$ cat src/rtl/dmaseq_pkg.sv
package dmaseq_pkg;

  typedef enum logic [2:0] {
    ST_IDLE = 3'd0,
    ST_S1   = 3'd1,
    ST_S2   = 3'd2,
    ST_S3   = 3'd3,
    ST_S4   = 3'd4
  } seq_st_e;

  typedef enum logic [1:0] {
    K_DEV2MEM = 2'b00,
    K_MEM2DEV = 2'b01,
    K_MEM2MEM = 2'b10,
    K_RSVD    = 2'b11
  } xfer_kind_e;

endpackage

$ cat src/rtl/dmaseq_fsm.sv
module dmaseq_fsm
  import dmaseq_pkg::*;
#(
  parameter int DW = 8,
  localparam int AW = 2 * DW
) (
  input  logic          clk,
  input  logic          rst,
  input  logic          go,
  input  logic [1:0]    kind,
  input  logic [AW-1:0] src_addr,
  input  logic [AW-1:0] dst_addr,
  input  logic          ready,
  output seq_st_e       st_d,
  output logic          wph_d,
  output xfer_kind_e    kind_d,
  output logic [AW-1:0] src_d,
  output logic [AW-1:0] dst_d,
  output logic          capture
);

  seq_st_e       st_q;
  logic          wph_q;
  xfer_kind_e    kind_q;
  logic [AW-1:0] src_q;
  logic [AW-1:0] dst_q;

  always_comb begin
    st_d   = st_q;
    wph_d  = wph_q;
    kind_d = kind_q;
    src_d  = src_q;
    dst_d  = dst_q;
    unique case (st_q)
      ST_IDLE: begin
        if (go && (xfer_kind_e'(kind) != K_RSVD)) begin
          st_d   = ST_S1;
          wph_d  = 1'b0;
          kind_d = xfer_kind_e'(kind);
          src_d  = src_addr;
          dst_d  = dst_addr;
        end
      end
      ST_S1: st_d = ST_S2;
      ST_S2: st_d = ST_S3;
      ST_S3: if (ready) st_d = ST_S4;
      ST_S4: begin
        if ((kind_q == K_MEM2MEM) && !wph_q) begin
          st_d  = ST_S1;
          wph_d = 1'b1;
        end else begin
          st_d  = ST_IDLE;
          wph_d = 1'b0;
        end
      end
      default: st_d = ST_IDLE;
    endcase
  end

  assign capture = (st_q == ST_S3) && ready && (kind_q == K_MEM2MEM) && !wph_q;

  always_ff @(posedge clk) begin
    if (rst) begin
      st_q   <= ST_IDLE;
      wph_q  <= 1'b0;
      kind_q <= K_DEV2MEM;
      src_q  <= '0;
      dst_q  <= '0;
    end else begin
      st_q   <= st_d;
      wph_q  <= wph_d;
      kind_q <= kind_d;
      src_q  <= src_d;
      dst_q  <= dst_d;
    end
  end

  AST_WAIT_HOLDS: assert property (@(posedge clk) disable iff (rst)
    (st_q == ST_S3 && !ready) |=> (st_q == ST_S3));

  AST_LATCH_STABLE: assert property (@(posedge clk) disable iff (rst)
    (st_q != ST_IDLE && st_q != ST_S4) |=> $stable(kind_q));

  AST_RSVD_IGNORED: assert property (@(posedge clk) disable iff (rst)
    (st_q == ST_IDLE && go && kind == 2'b11) |=> (st_q == ST_IDLE));

endmodule

$ cat src/rtl/dmaseq_hold.sv
module dmaseq_hold #(
  parameter int DW = 8
) (
  input  logic          clk,
  input  logic          rst,
  input  logic          capture,
  input  logic [DW-1:0] data_in,
  output logic [DW-1:0] tmp_d
);

  logic [DW-1:0] tmp_q;

  assign tmp_d = capture ? data_in : tmp_q;

  always_ff @(posedge clk) begin
    if (rst) tmp_q <= '0;
    else     tmp_q <= tmp_d;
  end

  AST_CAPTURE_TAKES_BUS: assert property (@(posedge clk) disable iff (rst)
    capture |=> (tmp_q == $past(data_in)));

endmodule

$ cat src/rtl/dmaseq_drv.sv
module dmaseq_drv
  import dmaseq_pkg::*;
#(
  parameter int DW = 8,
  localparam int AW = 2 * DW
) (
  input  logic          clk,
  input  logic          rst,
  input  seq_st_e       st_d,
  input  logic          wph_d,
  input  xfer_kind_e    kind_d,
  input  logic [AW-1:0] src_d,
  input  logic [AW-1:0] dst_d,
  input  logic [DW-1:0] tmp_d,
  output logic [DW-1:0] data_out,
  output logic          data_oe,
  output logic [DW-1:0] addr_lo,
  output logic          adstb,
  output logic          memr_n,
  output logic          memw_n,
  output logic          ior_n,
  output logic          iow_n,
  output logic          io_oe,
  output logic          busy,
  output logic          done
);

  logic          act, strb, m2m_wr, m2m_rd;
  logic [AW-1:0] cyc_addr;

  always_comb begin
    act      = (st_d != ST_IDLE);
    strb     = (st_d == ST_S2) || (st_d == ST_S3);
    m2m_wr   = act && (kind_d == K_MEM2MEM) && wph_d;
    m2m_rd   = act && (kind_d == K_MEM2MEM) && !wph_d;
    cyc_addr = m2m_wr ? dst_d : src_d;
  end

  always_ff @(posedge clk) begin
    if (rst) begin
      data_out <= '0;
      data_oe  <= 1'b0;
      addr_lo  <= '0;
      adstb    <= 1'b0;
      memr_n   <= 1'b1;
      memw_n   <= 1'b1;
      ior_n    <= 1'b1;
      iow_n    <= 1'b1;
      io_oe    <= 1'b0;
      busy     <= 1'b0;
      done     <= 1'b0;
    end else begin
      adstb    <= (st_d == ST_S1);
      data_oe  <= (st_d == ST_S1) || m2m_wr;
      data_out <= (st_d == ST_S1) ? cyc_addr[AW-1:DW] : (m2m_wr ? tmp_d : '0);
      addr_lo  <= act ? cyc_addr[DW-1:0] : '0;
      memr_n   <= !(strb && ((kind_d == K_MEM2DEV) || m2m_rd));
      memw_n   <= !(strb && ((kind_d == K_DEV2MEM) || m2m_wr));
      ior_n    <= !(strb && (kind_d == K_DEV2MEM));
      iow_n    <= !(strb && (kind_d == K_MEM2DEV));
      io_oe    <= act;
      busy     <= act;
      done     <= (st_d == ST_S4) && !m2m_rd;
    end
  end

  AST_ADSTB_STROBES_IDLE: assert property (@(posedge clk) disable iff (rst)
    adstb |-> (data_oe && memr_n && memw_n && ior_n && iow_n));

  AST_NO_MEM_CONFLICT: assert property (@(posedge clk) disable iff (rst)
    !(!memr_n && !memw_n));

  AST_IO_DRIVEN: assert property (@(posedge clk) disable iff (rst)
    (!ior_n || !iow_n) |-> io_oe);

  AST_DONE_ONE_CLOCK: assert property (@(posedge clk) disable iff (rst)
    done |=> !done);

  AST_DONE_ENDS_BUSY: assert property (@(posedge clk) disable iff (rst)
    (done && !adstb) |-> (memr_n && memw_n && ior_n && iow_n));

endmodule

$ cat src/rtl/dma_cycle_seq.sv
module dma_cycle_seq
  import dmaseq_pkg::*;
#(
  parameter int DW = 8,
  localparam int AW = 2 * DW
) (
  input  logic          clk,
  input  logic          rst,
  input  logic          go,
  input  logic [1:0]    kind,
  input  logic [AW-1:0] src_addr,
  input  logic [AW-1:0] dst_addr,
  input  logic          ready,
  input  logic [DW-1:0] data_in,
  output logic [DW-1:0] data_out,
  output logic          data_oe,
  output logic [DW-1:0] addr_lo,
  output logic          adstb,
  output logic          memr_n,
  output logic          memw_n,
  output logic          ior_n,
  output logic          iow_n,
  output logic          io_oe,
  output logic          busy,
  output logic          done
);

  seq_st_e       st_d;
  logic          wph_d;
  xfer_kind_e    kind_d;
  logic [AW-1:0] src_d;
  logic [AW-1:0] dst_d;
  logic          capture;
  logic [DW-1:0] tmp_d;

  dmaseq_fsm #(.DW(DW)) u_fsm (
    .clk      (clk),
    .rst      (rst),
    .go       (go),
    .kind     (kind),
    .src_addr (src_addr),
    .dst_addr (dst_addr),
    .ready    (ready),
    .st_d     (st_d),
    .wph_d    (wph_d),
    .kind_d   (kind_d),
    .src_d    (src_d),
    .dst_d    (dst_d),
    .capture  (capture)
  );

  dmaseq_hold #(.DW(DW)) u_hold (
    .clk     (clk),
    .rst     (rst),
    .capture (capture),
    .data_in (data_in),
    .tmp_d   (tmp_d)
  );

  dmaseq_drv #(.DW(DW)) u_drv (
    .clk      (clk),
    .rst      (rst),
    .st_d     (st_d),
    .wph_d    (wph_d),
    .kind_d   (kind_d),
    .src_d    (src_d),
    .dst_d    (dst_d),
    .tmp_d    (tmp_d),
    .data_out (data_out),
    .data_oe  (data_oe),
    .addr_lo  (addr_lo),
    .adstb    (adstb),
    .memr_n   (memr_n),
    .memw_n   (memw_n),
    .ior_n    (ior_n),
    .iow_n    (iow_n),
    .io_oe    (io_oe),
    .busy     (busy),
    .done     (done)
  );

  AST_OE_WHILE_BUSY: assert property (@(posedge clk) disable iff (rst)
    busy |-> io_oe);

endmodule

$ cat config.mk
export PLATFORM = sky130hd
export DESIGN_NAME = dma_cycle_seq
export DESIGN_NICKNAME = d
export VERILOG_FILES = /design/src/rtl/dmaseq_pkg.sv /design/src/rtl/dmaseq_fsm.sv /design/src/rtl/dmaseq_hold.sv /design/src/rtl/dmaseq_drv.sv /design/src/rtl/dma_cycle_seq.sv
export SDC_FILE = /design/constraint.sdc
export NUM_CORES = 1
export LEC_CHECK = 0
export BUFFER_PORTS_ARGS = -buffer_cell sky130_fd_sc_hd__buf_2
export CAP_MARGIN = 20
export CORE_ASPECT_RATIO = 1.5
export CORE_UTILIZATION = 42
export DETAILED_ROUTE_END_ITERATION = 10
export GPL_ROUTABILITY_DRIVEN = 0
export PLACE_DENSITY = 0.66
export SYNTH_ARGS = -nofsm -noshare
export SYNTH_HDL_FRONTEND = slang
export SYNTH_SLANG_ARGS = --single-unit
$ cat constraint.sdc
create_clock -name clk -period 2 [get_ports clk]
set_input_delay 0.6 -clock clk [delete_from_list [all_inputs] [get_ports clk]]
set_output_delay 0.6 -clock clk [all_outputs]
set_load 0.02 [all_outputs]
# Word level (Yosys, flattened, before mapping)
# Cells that the tools add are included.
totals:
  regBits: 70
  latch_bits: 0
  ramBits: 0
  mem_bits_ro: 0
  in_bits: 46
  output_inout_bits: 25
  mem_count: 0
op_classes:
  n_addsub: 0
  n_mul: 0
  div: 0
  order_cmp: 0
  eq_ne: 12
  n_shift: 0
  n_mux: 17
  bitwise_logic: 1
  n_reduce_logical: 28
op_table:
  columns: ["operator", "n"]
  rows:
  - ["16-bit 2-to-1 mux", 5]
  - ["8-bit 2-to-1 mux", 3]
  - ["3-bit one-hot mux with 5 select lines", 1]
  - ["1-bit logical AND", 13]
  - ["3-bit by 2-bit == test with 1-bit output, second input constant", 4]
  - ["1-bit logical NOT", 7]
  - ["3-bit by 1-bit == test with 1-bit output, second input constant", 2]
  - ["3-bit == test, second input constant", 2]
  - ["3-bit 2-to-1 mux", 2]
  - ["2-bit == test, second input constant", 2]
  - ["1-bit logical OR", 4]
  - ["2-bit 2-to-1 mux", 2]
  - ["3-bit logical NOT", 1]
  - ["1-bit 2-to-1 mux", 3]
  - ["3-bit nonzero test", 1]
  - ["2-bit by 1-bit == test with 1-bit output, second input constant", 1]
  - ["2-bit logical NOT", 1]
  - ["2-bit inequality test, second input constant", 1]
  - ["1-bit one-hot mux with 2 select lines", 1]
  - ["2-bit OR reduction", 1]
  - ["1-bit inverter", 1]

# Logic depth before layout (Yosys ltp)
# Gate-level depths: netlist of run 1.
depth:
  ltp_word: 10
  mapped_depth: 7

# Cells and area by module
# Synthesis of run 1 repeated with hierarchy kept, for this count alone.
hier_totals:
  hier_cells: 339
  hier_area_um2: 3682.3
modules_own_cells:
  columns: ["module", "instances", "cells_each", "area_per_inst_um2", "seq_area_each_um2"]
  rows:
  - ["dmaseq_fsm", 1, 212, 2296.0, 760.7]
  - ["dmaseq_drv", 1, 102, 1044.8, 480.5]
  - ["dmaseq_hold", 1, 25, 341.6, 160.2]

# Worst setup path before layout of run 1
# No wires, ideal clock.
synth_path:
  kind: "input port to flip-flop"
  startpoint: "input port kind[0]"
  endpoint: "register u_drv.data_out[4]"
  setup_time_ns: 0.074
  t_arrival_ns: 1.641
  t_required_ns: 1.926
  path_slack_ns: 0.284
  stages: 5
  path_buffers: 1
  cell_sequence: "buf_2 nand2_1 a32oi_1 o2111ai_1 a31oi_1"
synth_via:
  elab_chain_len: 9
  word_cells_on_any_way: 20
synth_rtl:
  columns: ["element", "line", "rtl"]
  rows:
  - ["start, declared", "dma_cycle_seq.sv:10", "input logic [1:0] kind,"]
  - ["2-bit inequality test", "dmaseq_fsm.sv:36", "if (go && (xfer_kind_e'(kind) != K_RSVD)) begin"]
  - ["1-bit logical AND", "dmaseq_fsm.sv:36", null]
  - ["3-bit 2-to-1 mux or 2-bit 2-to-1 mux (tied branches)", "dmaseq_fsm.sv:36", null]
  - ["3-bit one-hot mux with 5 select lines or 2-bit 2-to-1 mux (tied branches)", "dmaseq_fsm.sv:34", "unique case (st_q)"]
  - ["3-bit nonzero test or 2-bit == test (tied branches)", "dmaseq_drv.sv:32, dmaseq_drv.sv:34", null]
  - ["1-bit logical AND (2 in series)", "dmaseq_drv.sv:34", "m2m_wr = act && (kind_d == K_MEM2MEM) && wph_d;"]
  - ["8-bit 2-to-1 mux or 16-bit 2-to-1 mux (tied branches)", "dmaseq_drv.sv:55, dmaseq_drv.sv:36", null]
  - ["8-bit 2-to-1 mux *", "dmaseq_drv.sv:55", "data_out <= (st_d == ST_S1) ? cyc_addr[AW-1:DW] : (m2m_wr ? tmp_d : '0);"]
  - ["end signal, assigned", "dmaseq_drv.sv:55", null]
  - ["end, declared", "dmaseq_drv.sv:15", "output logic [DW-1:0] data_out,"]
# Mark *: on every way between the ends. The rest lies on a longest branch, timed or not.
# A chain may end at the register's enable or synchronous reset.

# Worst setup path in the final report of run 1
layout_path:
  startpoint: "register u_fsm.st_q[2]"
  endpoint: "register u_drv.addr_lo[5]"
layout_via:
  elab_chain_len: 6
  word_cells_on_any_way: 19
layout_rtl:
  columns: ["element", "line", "rtl"]
  rows:
  - ["start, declared", "dmaseq_fsm.sv:22", "seq_st_e st_q;"]
  - ["start signal, assigned", "dmaseq_fsm.sv:70", "st_q <= st_d;"]
  - ["3-bit == test, or another cell as far along", "dmaseq_fsm.sv:34", null]
  - ["3-bit one-hot mux with 5 select lines or 2-bit 2-to-1 mux (tied branches)", "dmaseq_fsm.sv:34", null]
  - ["3-bit nonzero test or 2-bit == test (tied branches)", "dmaseq_drv.sv:32, dmaseq_drv.sv:34", null]
  - ["1-bit logical AND (2 in series)", "dmaseq_drv.sv:34", null]
  - ["16-bit 2-to-1 mux", "dmaseq_drv.sv:36", "cyc_addr = m2m_wr ? dst_d : src_d;"]
  - ["end signal, assigned", "dmaseq_drv.sv:56", "addr_lo <= act ? cyc_addr[DW-1:0] : '0;"]
  - ["end, declared", "dmaseq_drv.sv:17", "output logic [DW-1:0] addr_lo,"]
# Parallel ways exist; a longest one is shown, timed or not.

==> results of run 1 <==
[through the flow]
| step | instance area, um^2 | TNS, ns | total power, mW |
|---|---|---|---|
| 2_1_floorplan | 2570 | 0 | 1.60 |
| 3_3_place_gp | 3010 | -0.0418 | 1.75 |
| 3_5_place_dp | 3010 | -0.451 | 1.76 |
| 4_1_cts | 3250 | 0 | 3.02 |
| 5_1_grt | 3260 | 0 | 3.13 |
| 6_report | 3260 | 0 | 3.00 |
[critical path: cells and delay by family, from the launching register on]
kind	cells	cell delay [ns]
flops	1	0.56
simple gates	2	0.49
compound gates	2	0.65
[cell families after synthesis]
group | synth area share (%)
buf+inv | 5.79
simple gates | 21.1
flops | 48.3
compound gates | 24.8
[worst max-delay path by stage]
stage,start,endpoint,slack (ns)
final,u_fsm.st_q[2]$_SDFF_PP0_,u_drv.addr_lo[5]$_SDFF_PP0_,0.19
after global routing,u_fsm.st_q[2]$_SDFF_PP0_,u_drv.addr_lo[5]$_SDFF_PP0_,0.03
after CTS,u_fsm.st_q[2]$_SDFF_PP0_,u_drv.addr_lo[0]$_SDFF_PP0_,0.10
after detailed placement,go,u_drv.data_out[2]$_SDFF_PP0_,-0.08
after global placement,go,u_drv.data_out[2]$_SDFF_PP0_,-0.01
after floorplan,kind[0],u_drv.data_out[4]$_SDFF_PP0_,0.28
[power by group]
| group | switching, mW | internal (mW) | leakage, nW | total [mW] |
|---|---|---|---|---|
| logic | 0.238 | 0.161 | 0.729 | 0.400 |
| clock network | 0.462 | 0.803 | 0.120 | 1.26 |
| registers | 0.0331 | 1.30 | 0.506 | 1.34 |
[layout make-up]
| class | count | area [um^2] | area share [%] |
|---|---|---|---|
| flip-flops and latches | 62 | 1240 | 38.0 |
| well taps | 72 | 90.1 | 2.76 |
| clock inverters | 3 | 65.1 | 1.99 |
| repair buffers | 86 | 495 | 15.2 |
| multi-input cells | 212 | 1190 | 36.6 |
| clock buffers | 13 | 169 | 5.18 |
| inverters | 2 | 7.51 | 0.230 |
[sequential cells by signal, indices dropped and copies added, names as in the netlist]
name / cells
u_drv.data_out: 8
u_drv.ior_n: 1
u_drv.io_oe: 1
u_fsm.src_q: 8
u_drv.memw_n: 1
u_fsm.kind_q: 2
u_drv.adstb: 1
u_drv.data_oe: 1
u_fsm.dst_q: 16
u_drv.iow_n: 1
u_hold.tmp_q: 8
u_fsm.wph_q: 1
u_drv.addr_lo: 8
u_drv.memr_n: 1
u_fsm.st_q: 3
u_drv.done: 1
[per-layer routing]
metal  vias up  wire, um  GRT usage (%)
met4         0       153           10.5
met2        57      3180           34.1
met5         -         0              0
met1      1096      2650           24.8
met3        12       252           5.61
li1       1203         -              -
[timing repair]
item | 4_1_cts | 5_1_grt
resized for setup | 0 | 2
hold endpoints to repair | 0 | 0
setup endpoints to repair | 0 | 6
setup buffers | 0 | 0
[cells in the final DEF (no fill, tap or decap), drive strengths merged, types with 3 or more instances in the layout]
master and count:
nand2b 4, nand2 70, a31oi 7, buf 86, o21ai 13, o21ba 9, o2111ai 8, clkbuf 13
a21oi 33, a21boi 9, a311oi 8, dfxtp 62, nor2 16, and3 9, nand3 9, nor4b 3
==> flow_summary.yaml, run 1 <==
clock_tree:
  clock_latency_ns: 0.33
  cts_sinks: 62
  clockBufferDepth: 2
  hold_buffers: 0
  clkTransAtPathRegs_ns: 0.06
  cts_max_level: 3
  numCtsBuffers: 9
  cts_tree: "yes"
  root_buffer: "clkbuf_8"
global_route:
  overflow: 0
  grt_pass1_wl_um: 10400
  grt_start_max_net_pins: 42
  track_usage_pct: 21.0
  grt_pass1_vias: 2374
  antenna_found_initial: 0
pwr:
  powerDensity_nw_per_um2: 919
  leakage_nw: 1.35
  ir_worst_vdd_mv: 0.621
sta:
  drv_slew: 0
  max_freq_mhz: 552
  rsz0062_at_grt: "false"
  fin_crit_ns: 1.81
  fin_crit_sh_pct: 90.6
  max_slew_margin_pct: 62.9
  setup_viol: 0
  hold_viol_final: 0
  fin_ws_ns: 0.189
  holdWs_ns: 0.452
  skew_ns: 0.00733
  worst_pin_slew_ns: 0.556
route:
  via_per_inst: 5.26
  dr.pass1.iters: 4
  drc_errors: 0
  ant_nets: 0
  wl_per_cell_um: 13.8
  vias: 2368
  first_iter_violations: 151
  wl_um: 6230
final_layout:
  fillCellCount: 550
  finalNetCount: 419
  drive_gt1_share_pct: 30.7
  final_cells: 450
  layout-area-overhead-vs-synth_pct: 27.0
  finish.utilization_pct: 55.6
  diodes: 0
synthesis:
  yosys_warnings: 0
  synth_commonest_cells: "nand2_1, dfxtp_1, a21oi_1, nor2_1"
  syn_inst: 302
  synth-main-ff-cell: "dfxtp_1"
  synth_seq_cells: 62
  synth_area_leaders: "dfxtp_1, nand2_1, a21oi_1, o21ba_2, a311oi_1"
  syn_nets: 348
  yosysMostFrequentCell: "nand2_1"
  netlist_area_um2: 2570
  ys_async_sr_fraction_pct: 0
  synth_top_area_cell: "dfxtp_1"
  yosysUniqueCellTypes: 33
  syn_area_per_cell_um2: 8.51
  synth_seq_area_share_pct: 48.3
  synth_edf_count: 0
  synth_top_area_share_pct: 48.3
floorplan:
  fp.coreArea_um2: 5870
  die_x_um: 65.9
  start_util_pct: 43.8
  io_pins: 71
  chipHeight_um: 97.8
  die-area_um2: 6440
  rows: 34
worst_setup_path:
  cp.required_ns: 2.22
  crit_path_cell_trace: "nor4b_1 > o21bai_4 > nand3_1 > a311oi_1"
  r2r_slack_ns: 0.19
  slowest_delay_ns: 0.56
  cp-start-kind: "register"
  cpMaxStageDelayCell: "dfxtp_1"
  end_kind: "register"
  ff2ff_path_depth: 4
  path_class: "reg2reg"
  rr_startpoint: "u_fsm.st_q[2]$_SDFF_PP0_"
  crit_arrival_ns: 2.03
  r2r-end: "u_drv.addr_lo[5]$_SDFF_PP0_"
  critPathMaxFanout: 17
placement:
  post-place-ws_ns: -0.0798
  io_buffers: 70
  dp_cells: 434
  dp_hpwl_um: 4300
hold_path:
  hold_depth: 2
  min_to: "u_fsm.src_q[5]$_SDFF_PP0_"
  min_from: "u_fsm.src_q[5]$_SDFF_PP0_"
  hold_path_class: "reg2reg"
status:
  status: "completed"
flow_run:
  cap_violations: 0
(Power assumes the default switching activity.)
==> run 2, diff against run 1 <==
--- a/config.mk
+++ b/config.mk
@@ -9,6 +9,7 @@
 export CAP_MARGIN = 20
 export CORE_ASPECT_RATIO = 1.5
 export CORE_UTILIZATION = 42
+export CTS_BUF_LIST = sky130_fd_sc_hd__clkbuf_16
 export DETAILED_ROUTE_END_ITERATION = 10
 export GPL_ROUTABILITY_DRIVEN = 0
 export PLACE_DENSITY = 0.66
==> run 2 against run 1 <==
Net effect: non-clock buffer count unchanged; die area is the same; combinational power is essentially flat; largest cell class unchanged; highest routed layer unchanged.
==> flow_summary.yaml, run 2 (synthesis gave the netlist of run 1 again) <==
clock_tree:
  cts_max_level: 3
  numCtsBuffers: 9
  clockBufferDepth: 2
  post-cts-setup-buffers: 0
  cts_tree: "yes"
  cts_sinks: 62
  root_buffer: "clkbuf_16"
  clkTransAtPathRegs_ns: 0.05
  clock_latency_ns: 0.32
worst_setup_path:
  slowest_delay_ns: 0.57
  cp.required_ns: 2.21
  cp-start-kind: "register"
  cpMaxStageDelayCell: "dfxtp_1"
  path_class: "reg2reg"
  end_kind: "register"
  crit_path_cell_trace: "nor4b_1 > o21bai_4 > nand3_1 > a311oi_1"
  critPathMaxFanout: 17
  crit_arrival_ns: 2.06
floorplan:
  io_pins: 71
  chipHeight_um: 97.8
  die-area_um2: 6440
  fp.coreArea_um2: 5870
  rows: 34
  start_util_pct: 43.8
  die_x_um: 65.9
pwr:
  ir_worst_vdd_mv: 0.603
  power_frac_clock_pct: 47.5
  powerDensity_nw_per_um2: 995
  p_comb_share_pct: 12.1
  leakage_nw: 1.39
  fin_total_pwr_mw: 3.32
  pwr-share-seq_pct: 40.4
  sw_frac_of_total_pct: 23.6
  internal_power_mw: 2.54
  power.switching_mw: 0.782
sta:
  max_slew_margin_pct: 63.0
  fin_crit_ns: 1.85
  hold_viol_final: 0
  rsz0062_at_grt: "false"
  fin_crit_sh_pct: 92.7
  max_freq_mhz: 539
  worst_pin_slew_ns: 0.555
  drv_slew: 0
  setup_viol: 0
  skew_ns: 0.00458
  fin_ws_ns: 0.145
final_layout:
  largest_register_ff_count: 16
  final_cells: 450
  layout-area-overhead-vs-synth_pct: 29.7
  diodes: 0
  fillCellCount: 541
  regMostFlops: "u_fsm.dst_q"
  drive_gt1_share_pct: 29.9
  layout_common_cells: "nand2_1, buf_2, dfxtp_1"
  finalNetCount: 419
global_route:
  grt_pass1_wl_um: 10700
  grt_pass1_vias: 2387
  antenna_found_initial: 0
  overflow: 0
  grt_start_max_net_pins: 42
  track_usage_pct: 21.8
route:
  via_per_inst: 5.27
  drc_errors: 0
  wl_um: 6380
  dr.pass1.iters: 4
  vias: 2370
  first_iter_violations: 171
  wl_per_cell_um: 14.2
  ant_nets: 0
placement:
  post-place-ws_ns: -0.0798
  dp_hpwl_um: 4300
  dp_cells: 434
  io_buffers: 70
hold_path:
  hold_path_class: "reg2reg"
status:
  status: "completed"
flow_run:
  cap_violations: 0
[run 2: cell count changes in the layout (fill, tap and decap cells not counted), sizes merged]
cell / previous run / this run
clkinv: 1 / 4
inv: 2 / 3
clkbuf: 13 / 9
[run 2: metrics by stage]
step / utilization [%] / hold WS [ns] / area, um^2 / setup TNS, ns
3_5_place_dp: 51.3 / 0.445 / 3010 / -0.451
3_3_place_gp: 51.3 / 0.438 / 3010 / -0.0418
2_1_floorplan: - / 0.433 / 2570 / 0
4_1_cts: 56.5 / 0.453 / 3320 / 0
5_1_grt: 56.8 / 0.472 / 3330 / 0
6_report: 56.8 / 0.450 / 3330 / 0
[run 2: what timing repair did]
action                     in CTS  in global routing
hold buffers                    0                  0
setup endpoints to repair       0                  6
gates resized for setup         0                  2
[run 2: per-layer routing]
layer  part of all wire, %  vias to the layer above  wire [um]  global-route usage [%]
li1                      -                     1201          -                       -
met1                    43                     1101       2740                    25.8
met2                    51                       60       3280                    35.5
met3                   4.1                        8        262                    5.49
met4                   1.5                        0         98                    11.2
met5                     0                        -          0                       0
[run 2: power by group through the flow]
stage / sequential, mW / clock (mW) / combinational (mW)
6_report: 1.34 / 1.58 / 0.402
2_1_floorplan: 1.39 / 0 / 0.215
4_1_cts: 1.34 / 1.60 / 0.400
3_5_place_dp: 1.36 / 0 / 0.397
5_1_grt: 1.34 / 1.68 / 0.440
3_3_place_gp: 1.36 / 0 / 0.391
[run 2: cell type report]
type,instances,area [um^2],share of cell area (%)
sequential,62,1240,37.2
multi-input combinational,212,1190,35.8
timing repair buffer,86,495,14.9
clock buffer,9,225,6.75
tap,72,90.1,2.70
clock inverter,7,80.1,2.40
inverter,2,7.51,0.225
[run 2: worst paths after layout]
check | slack (ns) | to | cells after the start | from
min | 0.45 | u_fsm.src_q[5]$_SDFF_PP0_ | 2 | u_fsm.src_q[5]$_SDFF_PP0_
max | 0.15 | u_drv.addr_lo[5]$_SDFF_PP0_ | 4 | u_fsm.st_q[2]$_SDFF_PP0_
min reg2reg | 0.45 | u_fsm.src_q[5]$_SDFF_PP0_ | 2 | u_fsm.src_q[5]$_SDFF_PP0_
max reg2reg | 0.15 | u_drv.addr_lo[5]$_SDFF_PP0_ | 4 | u_fsm.st_q[2]$_SDFF_PP0_
[run 2: critical path, delay by kind of cell, from the launching register on]
family	cells	cell delay (ns)
AO/OA/AOI/OAI	2	0.67
AND/OR/NAND/NOR	2	0.50
flip-flops	1	0.57
